==> config.mk <==
export PLATFORM = sky130hd
export DESIGN_NAME = psram_ctrl
export DESIGN_NICKNAME = d
export VERILOG_FILES = /design/src/rtl/psram_ctrl_pkg.sv /design/src/rtl/psram_timer.sv /design/src/rtl/psram_lane.sv /design/src/rtl/psram_ctrl.sv
export SDC_FILE = /design/constraint.sdc
export NUM_CORES = 1
export LEC_CHECK = 0
export ABC_AREA = 1
export BUFFER_PORTS_ARGS = -buffer_cell sky130_fd_sc_hd__buf_2
export CORE_MARGIN = 2
export CORE_UTILIZATION = 45
export CTS_CLUSTER_SIZE = 14
export DETAILED_ROUTE_END_ITERATION = 12
export PLACE_DENSITY_LB_ADDON = 0.1
export SLEW_MARGIN = 20
export SYNTH_ARGS = -nofsm -noshare
export SYNTH_HDL_FRONTEND = slang
export SYNTH_HIERARCHICAL = 1
export SYNTH_SLANG_ARGS = --single-unit
==> constraint.sdc <==
create_clock -name clk_i -period 2.3 [get_ports clk_i]
set_input_delay 0.46 -clock clk_i [delete_from_list [all_inputs] [get_ports clk_i]]
set_output_delay 0.46 -clock clk_i [all_outputs]
set_load 0.02 [all_outputs]
==> src/rtl/psram_ctrl_pkg.sv <==
package psram_ctrl_pkg;

  typedef enum logic [2:0] {
    ST_IDLE, ST_RD, ST_RD_END, ST_WR, ST_WR_END, ST_SLEEP, ST_WAKE
  } st_e;

  function automatic int unsigned ns2cyc_up(int unsigned ns, int unsigned clk_ps);
    return (ns * 1000 + clk_ps - 1) / clk_ps;
  endfunction

  function automatic int unsigned ns2cyc_dn(int unsigned ns, int unsigned clk_ps);
    return (ns * 1000) / clk_ps;
  endfunction

  function automatic int unsigned umax(int unsigned a, int unsigned b);
    return (a > b) ? a : b;
  endfunction

endpackage

==> src/rtl/psram_timer.sv <==
module psram_timer #(
  parameter int unsigned W = 3
) (
  input  logic         clk_i,
  input  logic         rst_ni,
  input  logic         load_i,
  input  logic [W-1:0] val_i,
  output logic         zero_o
);
  logic [W-1:0] cnt_q;

  always_ff @(posedge clk_i or negedge rst_ni) begin
    if (!rst_ni)            cnt_q <= '0;
    else if (load_i)        cnt_q <= val_i;
    else if (cnt_q != '0)   cnt_q <= cnt_q - 1'b1;
  end

  assign zero_o = (cnt_q == '0);
endmodule

==> src/rtl/psram_lane.sv <==
module psram_lane #(
  parameter int unsigned LW = 8
) (
  input  logic          clk_i,
  input  logic          rst_ni,
  input  logic          cap_i,
  input  logic          en_i,
  input  logic [LW-1:0] din_i,
  output logic [LW-1:0] q_o
);
  always_ff @(posedge clk_i or negedge rst_ni) begin
    if (!rst_ni)    q_o <= '0;
    else if (cap_i) q_o <= en_i ? din_i : '0;
  end
endmodule

==> src/rtl/psram_ctrl.sv <==
module psram_ctrl
  import psram_ctrl_pkg::*;
#(
  parameter int unsigned ADDR_W      = 20,
  parameter int unsigned DATA_W      = 16,
  parameter int unsigned CLK_PS      = 20000,
  parameter int unsigned T_CYC_NS    = 85,
  parameter int unsigned T_WP_MIN_NS = 65,
  parameter int unsigned T_WP_MAX_NS = 30000,
  parameter int unsigned T_DW_NS     = 25,
  parameter int unsigned T_OE_NS     = 15,
  parameter int unsigned T_HZ_NS     = 20
) (
  input  logic              clk_i,
  input  logic              rst_ni,
  input  logic              req_i,
  input  logic              we_i,
  input  logic [ADDR_W-1:0] addr_i,
  input  logic [DATA_W-1:0] wdata_i,
  input  logic [1:0]        be_i,
  input  logic              sleep_req_i,
  output logic              ready_o,
  output logic              done_o,
  output logic [DATA_W-1:0] rdata_o,
  output logic              mem_ce1_no,
  output logic              mem_ce2_o,
  output logic              mem_we_no,
  output logic              mem_oe_no,
  output logic              mem_ub_no,
  output logic              mem_lb_no,
  output logic              mem_zz_no,
  output logic [ADDR_W-1:0] mem_addr_o,
  output logic [DATA_W-1:0] mem_dq_o,
  output logic              mem_dq_oe_o,
  input  logic [DATA_W-1:0] mem_dq_i
);
  localparam int unsigned LANES      = DATA_W / 8;
  localparam int unsigned CYC_CYC    = umax(ns2cyc_up(T_CYC_NS, CLK_PS), 1);
  localparam int unsigned RD_CYC     = umax(CYC_CYC, ns2cyc_up(T_OE_NS, CLK_PS));
  localparam int unsigned WP_MIN_CYC = umax(ns2cyc_up(T_WP_MIN_NS, CLK_PS), 1);
  localparam int unsigned WP_MAX_CYC = ns2cyc_dn(T_WP_MAX_NS, CLK_PS);
  localparam int unsigned WE_CYC     = umax(umax(WP_MIN_CYC, ns2cyc_up(T_DW_NS, CLK_PS)), CYC_CYC);
  localparam int unsigned HZ_CYC     = umax(ns2cyc_up(T_HZ_NS, CLK_PS), 1);
  localparam int unsigned CNT_MAX    = umax(umax(RD_CYC, WE_CYC), HZ_CYC);
  localparam int unsigned CNT_W      = $clog2(CNT_MAX + 1);

  st_e               st_q, st_d;
  logic [ADDR_W-1:0] addr_q;
  logic [DATA_W-1:0] wdata_q;
  logic [1:0]        be_q;
  logic              done_q;
  logic              ld, cap, acc, t_zero;
  logic [CNT_W-1:0]  ld_val;

  psram_timer #(.W(CNT_W)) u_timer (
    .clk_i  (clk_i),
    .rst_ni (rst_ni),
    .load_i (ld),
    .val_i  (ld_val),
    .zero_o (t_zero)
  );

  always_comb begin
    st_d   = st_q;
    ld     = 1'b0;
    ld_val = '0;
    cap    = 1'b0;
    acc    = 1'b0;
    unique case (st_q)
      ST_IDLE: begin
        if (sleep_req_i) st_d = ST_SLEEP;
        else if (req_i) begin
          acc = 1'b1;
          ld  = 1'b1;
          if (we_i) begin
            st_d   = ST_WR;
            ld_val = CNT_W'(WE_CYC - 1);
          end else begin
            st_d   = ST_RD;
            ld_val = CNT_W'(RD_CYC - 1);
          end
        end
      end
      ST_RD: if (t_zero) begin
        st_d   = ST_RD_END;
        cap    = 1'b1;
        ld     = 1'b1;
        ld_val = CNT_W'(HZ_CYC - 1);  // bus turnaround before next drive
      end
      ST_RD_END: if (t_zero) st_d = ST_IDLE;
      ST_WR:     if (t_zero) st_d = ST_WR_END;
      ST_WR_END: st_d = ST_IDLE;
      ST_SLEEP:  if (!sleep_req_i) st_d = ST_WAKE;
      ST_WAKE:   st_d = ST_IDLE;
      default:   st_d = ST_IDLE;
    endcase
  end

  always_ff @(posedge clk_i or negedge rst_ni) begin
    if (!rst_ni) begin
      st_q    <= ST_IDLE;
      addr_q  <= '0;
      wdata_q <= '0;
      be_q    <= '0;
      done_q  <= 1'b0;
    end else begin
      st_q   <= st_d;
      done_q <= t_zero && (st_q == ST_RD || st_q == ST_WR);
      if (acc) begin
        addr_q  <= addr_i;
        wdata_q <= wdata_i;
        be_q    <= be_i;
      end
    end
  end

  for (genvar g = 0; g < LANES; g++) begin : g_lane
    psram_lane #(.LW(8)) u_lane (
      .clk_i  (clk_i),
      .rst_ni (rst_ni),
      .cap_i  (cap),
      .en_i   (be_q[g]),
      .din_i  (mem_dq_i[g*8 +: 8]),
      .q_o    (rdata_o[g*8 +: 8])
    );
  end

  // pin decode from state flops; an empty mask keeps the chip in standby
  logic act, sel;
  assign act = |be_q;
  assign sel = (st_q == ST_RD) || (st_q == ST_WR) || (st_q == ST_WR_END);

  assign mem_ce1_no  = !(act && sel);
  assign mem_ce2_o   = 1'b1;
  assign mem_oe_no   = !(act && st_q == ST_RD);
  assign mem_we_no   = !(act && st_q == ST_WR);
  assign mem_ub_no   = !(be_q[1] && sel);
  assign mem_lb_no   = !(be_q[0] && sel);
  assign mem_zz_no   = (st_q != ST_SLEEP);
  assign mem_addr_o  = addr_q;
  assign mem_dq_o    = wdata_q;
  assign mem_dq_oe_o = act && (st_q == ST_WR || st_q == ST_WR_END);
  assign ready_o     = (st_q == ST_IDLE) && !sleep_req_i;
  assign done_o      = done_q;
endmodule

==> results.toml <==
[die]
start_util = 0.459
die-area_um2 = 6600
core_um2 = 5850
rows = 28
num_io_pins = 121
die_y_um = 81.2
fp.dieW_um = 81.2

[critical_path]
worstSetupEndpointType = "output port"
r2r-start = "st_q[0]"
crit_top_cell = "nand2_1"
crit_fanout = 8
start_kind = "flip-flop"
critPathSlowestCell = "dfrtp_1"
cpPeakStageDelay_ns = 0.56
crit_type = "flip-flop to output port"
worstPathRequired_ns = 1.84
cp_cell_sequence = "nand2_1 -> nor2_1 -> nand2_1 -> o21ai_0 -> buf_2"
cp_top_family = "flip-flops"
crit_arrival_ns = 1.47
ff2ff_path_depth = 7
r2r_end = "mem_dq_o[8]"
cp_num_buf_inv = 1
r2r_setup_slack_ns = 0.56

[sta]
setup-tns-final_ns = 0
final.period_utilization = 0.840
final-hold-violation-count = 0
setup_violations = 0
final_max_slew_viol_count = 0
rsz0062_at_grt = "false"
relSlewSlack = 0.579
fin_worst_skew_ns = 0.00841
max_freq_mhz = 518
tightest_slew_ns = 0.630
fin_crit_ns = 1.93

[routing]
vias = 2379
drt_iter0_markers = 96
drt-pass1-iter-count = 4
drc = 0
ant_nets = 0
wirelength_um = 6150
viasPerCell = 4.51
wire_per_inst_um = 11.7

[clock_tree]
cts_resized = 0
clockBufferDepth = 2
cts_made_buffers = 9
cts_max_level = 3
cts_hold_buf = 0
cts_tree = "done"
clock_sinks = 61
root_buffer = "clkbuf_8"
cts_setup_buffers = 0
clock_latency_ns = 0.32
clkTransAtPathRegs_ns = 0.06

[global_route]
grt_util_all_layers = 0.199
overflow = 0
grt_pass1_vias = 2170
antenna_found_initial = 0
grt_first_pass_wirelength_um = 9970
grt_start_max_net_pins = 40

[cells_and_area]
area_growth_pct = 30.2
diodes = 0
fin_util = 0.597
drive_above_1_share = 0.325
nNetsFinal = 509

[logic_synthesis]
ys.flop_type = "dfrtp_1"
synth_compound_area_frac = 0.0131
syn-cell-area_um2 = 2680
yosysSeqAreaShare = 0.569
synth_area_per_cell_um2 = 8.18
synth_edf_count = 0
yosys.area_share.simple = 0.338
ys_ff_latch = 61
synthAdderAreaFrac = 0.00933
synthCells = 328
synth_cell_type_count = 22
async_reset_ff_frac = 1.00
synth_top_family_by_area = "simple AND/OR/NAND/NOR gates"
synth_xor_area_frac = 0
synthMuxAreaShare = 0
ys_warn_count = 6

[min_path]
hold_class = "input port to async pin"

[power]
peakVddDrop_mv = 0.651
cellPowerDensity_nw_per_um2 = 1460
leakagePower_nw = 2.09

[placed_design]
hpwl_um = 4460
place.gp.congestion = 0.901
port_buffers = 119

[run_status]
outcome = "finished clean"

[run]
max_cap_violations = 0
registers in the layout (all words and copies together) (netlist names):
name / flops
mem_addr_o: 20
u_timer/cnt_q: 3
be_q: 2
done_o: 1
mem_dq_o: 16
st_q: 3
g_lane.u_lane/q_o: 16
worst max-delay path by stage:
| stage | start | endpoint | slack, ns | cells after the start |
|---|---|---|---|---|
| 5_1_grt | st_q[0] | mem_dq_oe_o | 0.24 | 5 |
| 3_5_place_dp | st_q[0] | mem_dq_o[8] | 0.53 | 7 |
| 4_1_cts | st_q[0] | mem_dq_oe_o | 0.36 | 5 |
| 2_1_floorplan | st_q[2] | u_timer/cnt_q[1] | 0.46 | 11 |
| 3_3_place_gp | st_q[0] | u_timer/cnt_q[2] | 0.61 | 7 |
| 6_report | st_q[0] | mem_dq_oe_o | 0.37 | 5 |
synth_stat cells, types with 3 or more instances:
| master | number | area share |
|---|---|---|
| buf_2 | 3 | 0.0056 |
| buf_6 | 6 | 0.025 |
| dfrtp_1 | 61 | 0.57 |
| inv_1 | 13 | 0.018 |
| inv_2 | 5 | 0.0070 |
| nand2_1 | 186 | 0.26 |
| nand3_1 | 19 | 0.035 |
| nand4_1 | 3 | 0.0070 |
| nor2_1 | 9 | 0.013 |
| o21ai_0 | 6 | 0.011 |
area by class of cell:
class | count | area (um^2)
inverter | 18 | 67.6
fill | 556 | 2360
tap | 75 | 93.8
clock inverter | 4 | 48.8
multi-input combinational | 235 | 977
timing repair buffer | 123 | 638
clock buffer | 11 | 141
sequential | 61 | 1530
logic make-up after synthesis:
group | Yosys count
flip-flops | 61
AO/OA/AOI/OAI | 7
adder cells (fa/ha/maj) | 2
AND/OR/NAND/NOR | 223
buffers and inverters | 33
other | 2
power breakdown:
group          switching [mW]  total, mW  internal (mW)
clock network           0.396      0.918          0.523
registers               0.349       1.93           1.58
logic                    1.48       2.25          0.771
total                    2.23       5.10           2.87
metal layers:
metal	part of all wire	GRT usage	vias up
met5	0	0	-
met4	0.011	0.0763	0
met3	0.073	0.0556	9
met2	0.45	0.311	88
met1	0.46	0.265	1049
li1	-	-	1233
placed cells by master, fill, tap and decap left out, types with 2 or more instances in the layout:
cell and instances:
nand2_1 186, buf_2 119, dfrtp_1 61, nand3_1 19, inv_1 13, clkbuf_8 10, nor2_1 9, o21ai_0 6
inv_2 5, nand4_1 3, conb_1 3, buf_4 3, clkinv_2 2, ha_1 2
through the flow:
| step | area [um^2] | hold WS [ns] | cells | setup WS, ns | total power [mW] |
|---|---|---|---|---|---|
| after floorplan | 2690 | 0.164 | 329 | 0.456 | 3.47 |
| after detailed placement | 3300 | 0.460 | 512 | 0.531 | 4.21 |
| final | 3490 | 0.132 | 527 | 0.369 | 5.10 |
| after CTS | 3490 | 0.150 | 527 | 0.358 | 5.15 |
| after global placement | 3300 | 0.459 | 512 | 0.611 | 4.17 |
| after global routing | 3490 | 0.167 | 527 | 0.242 | 5.51 |
Power figures use the tool's default switching activity.
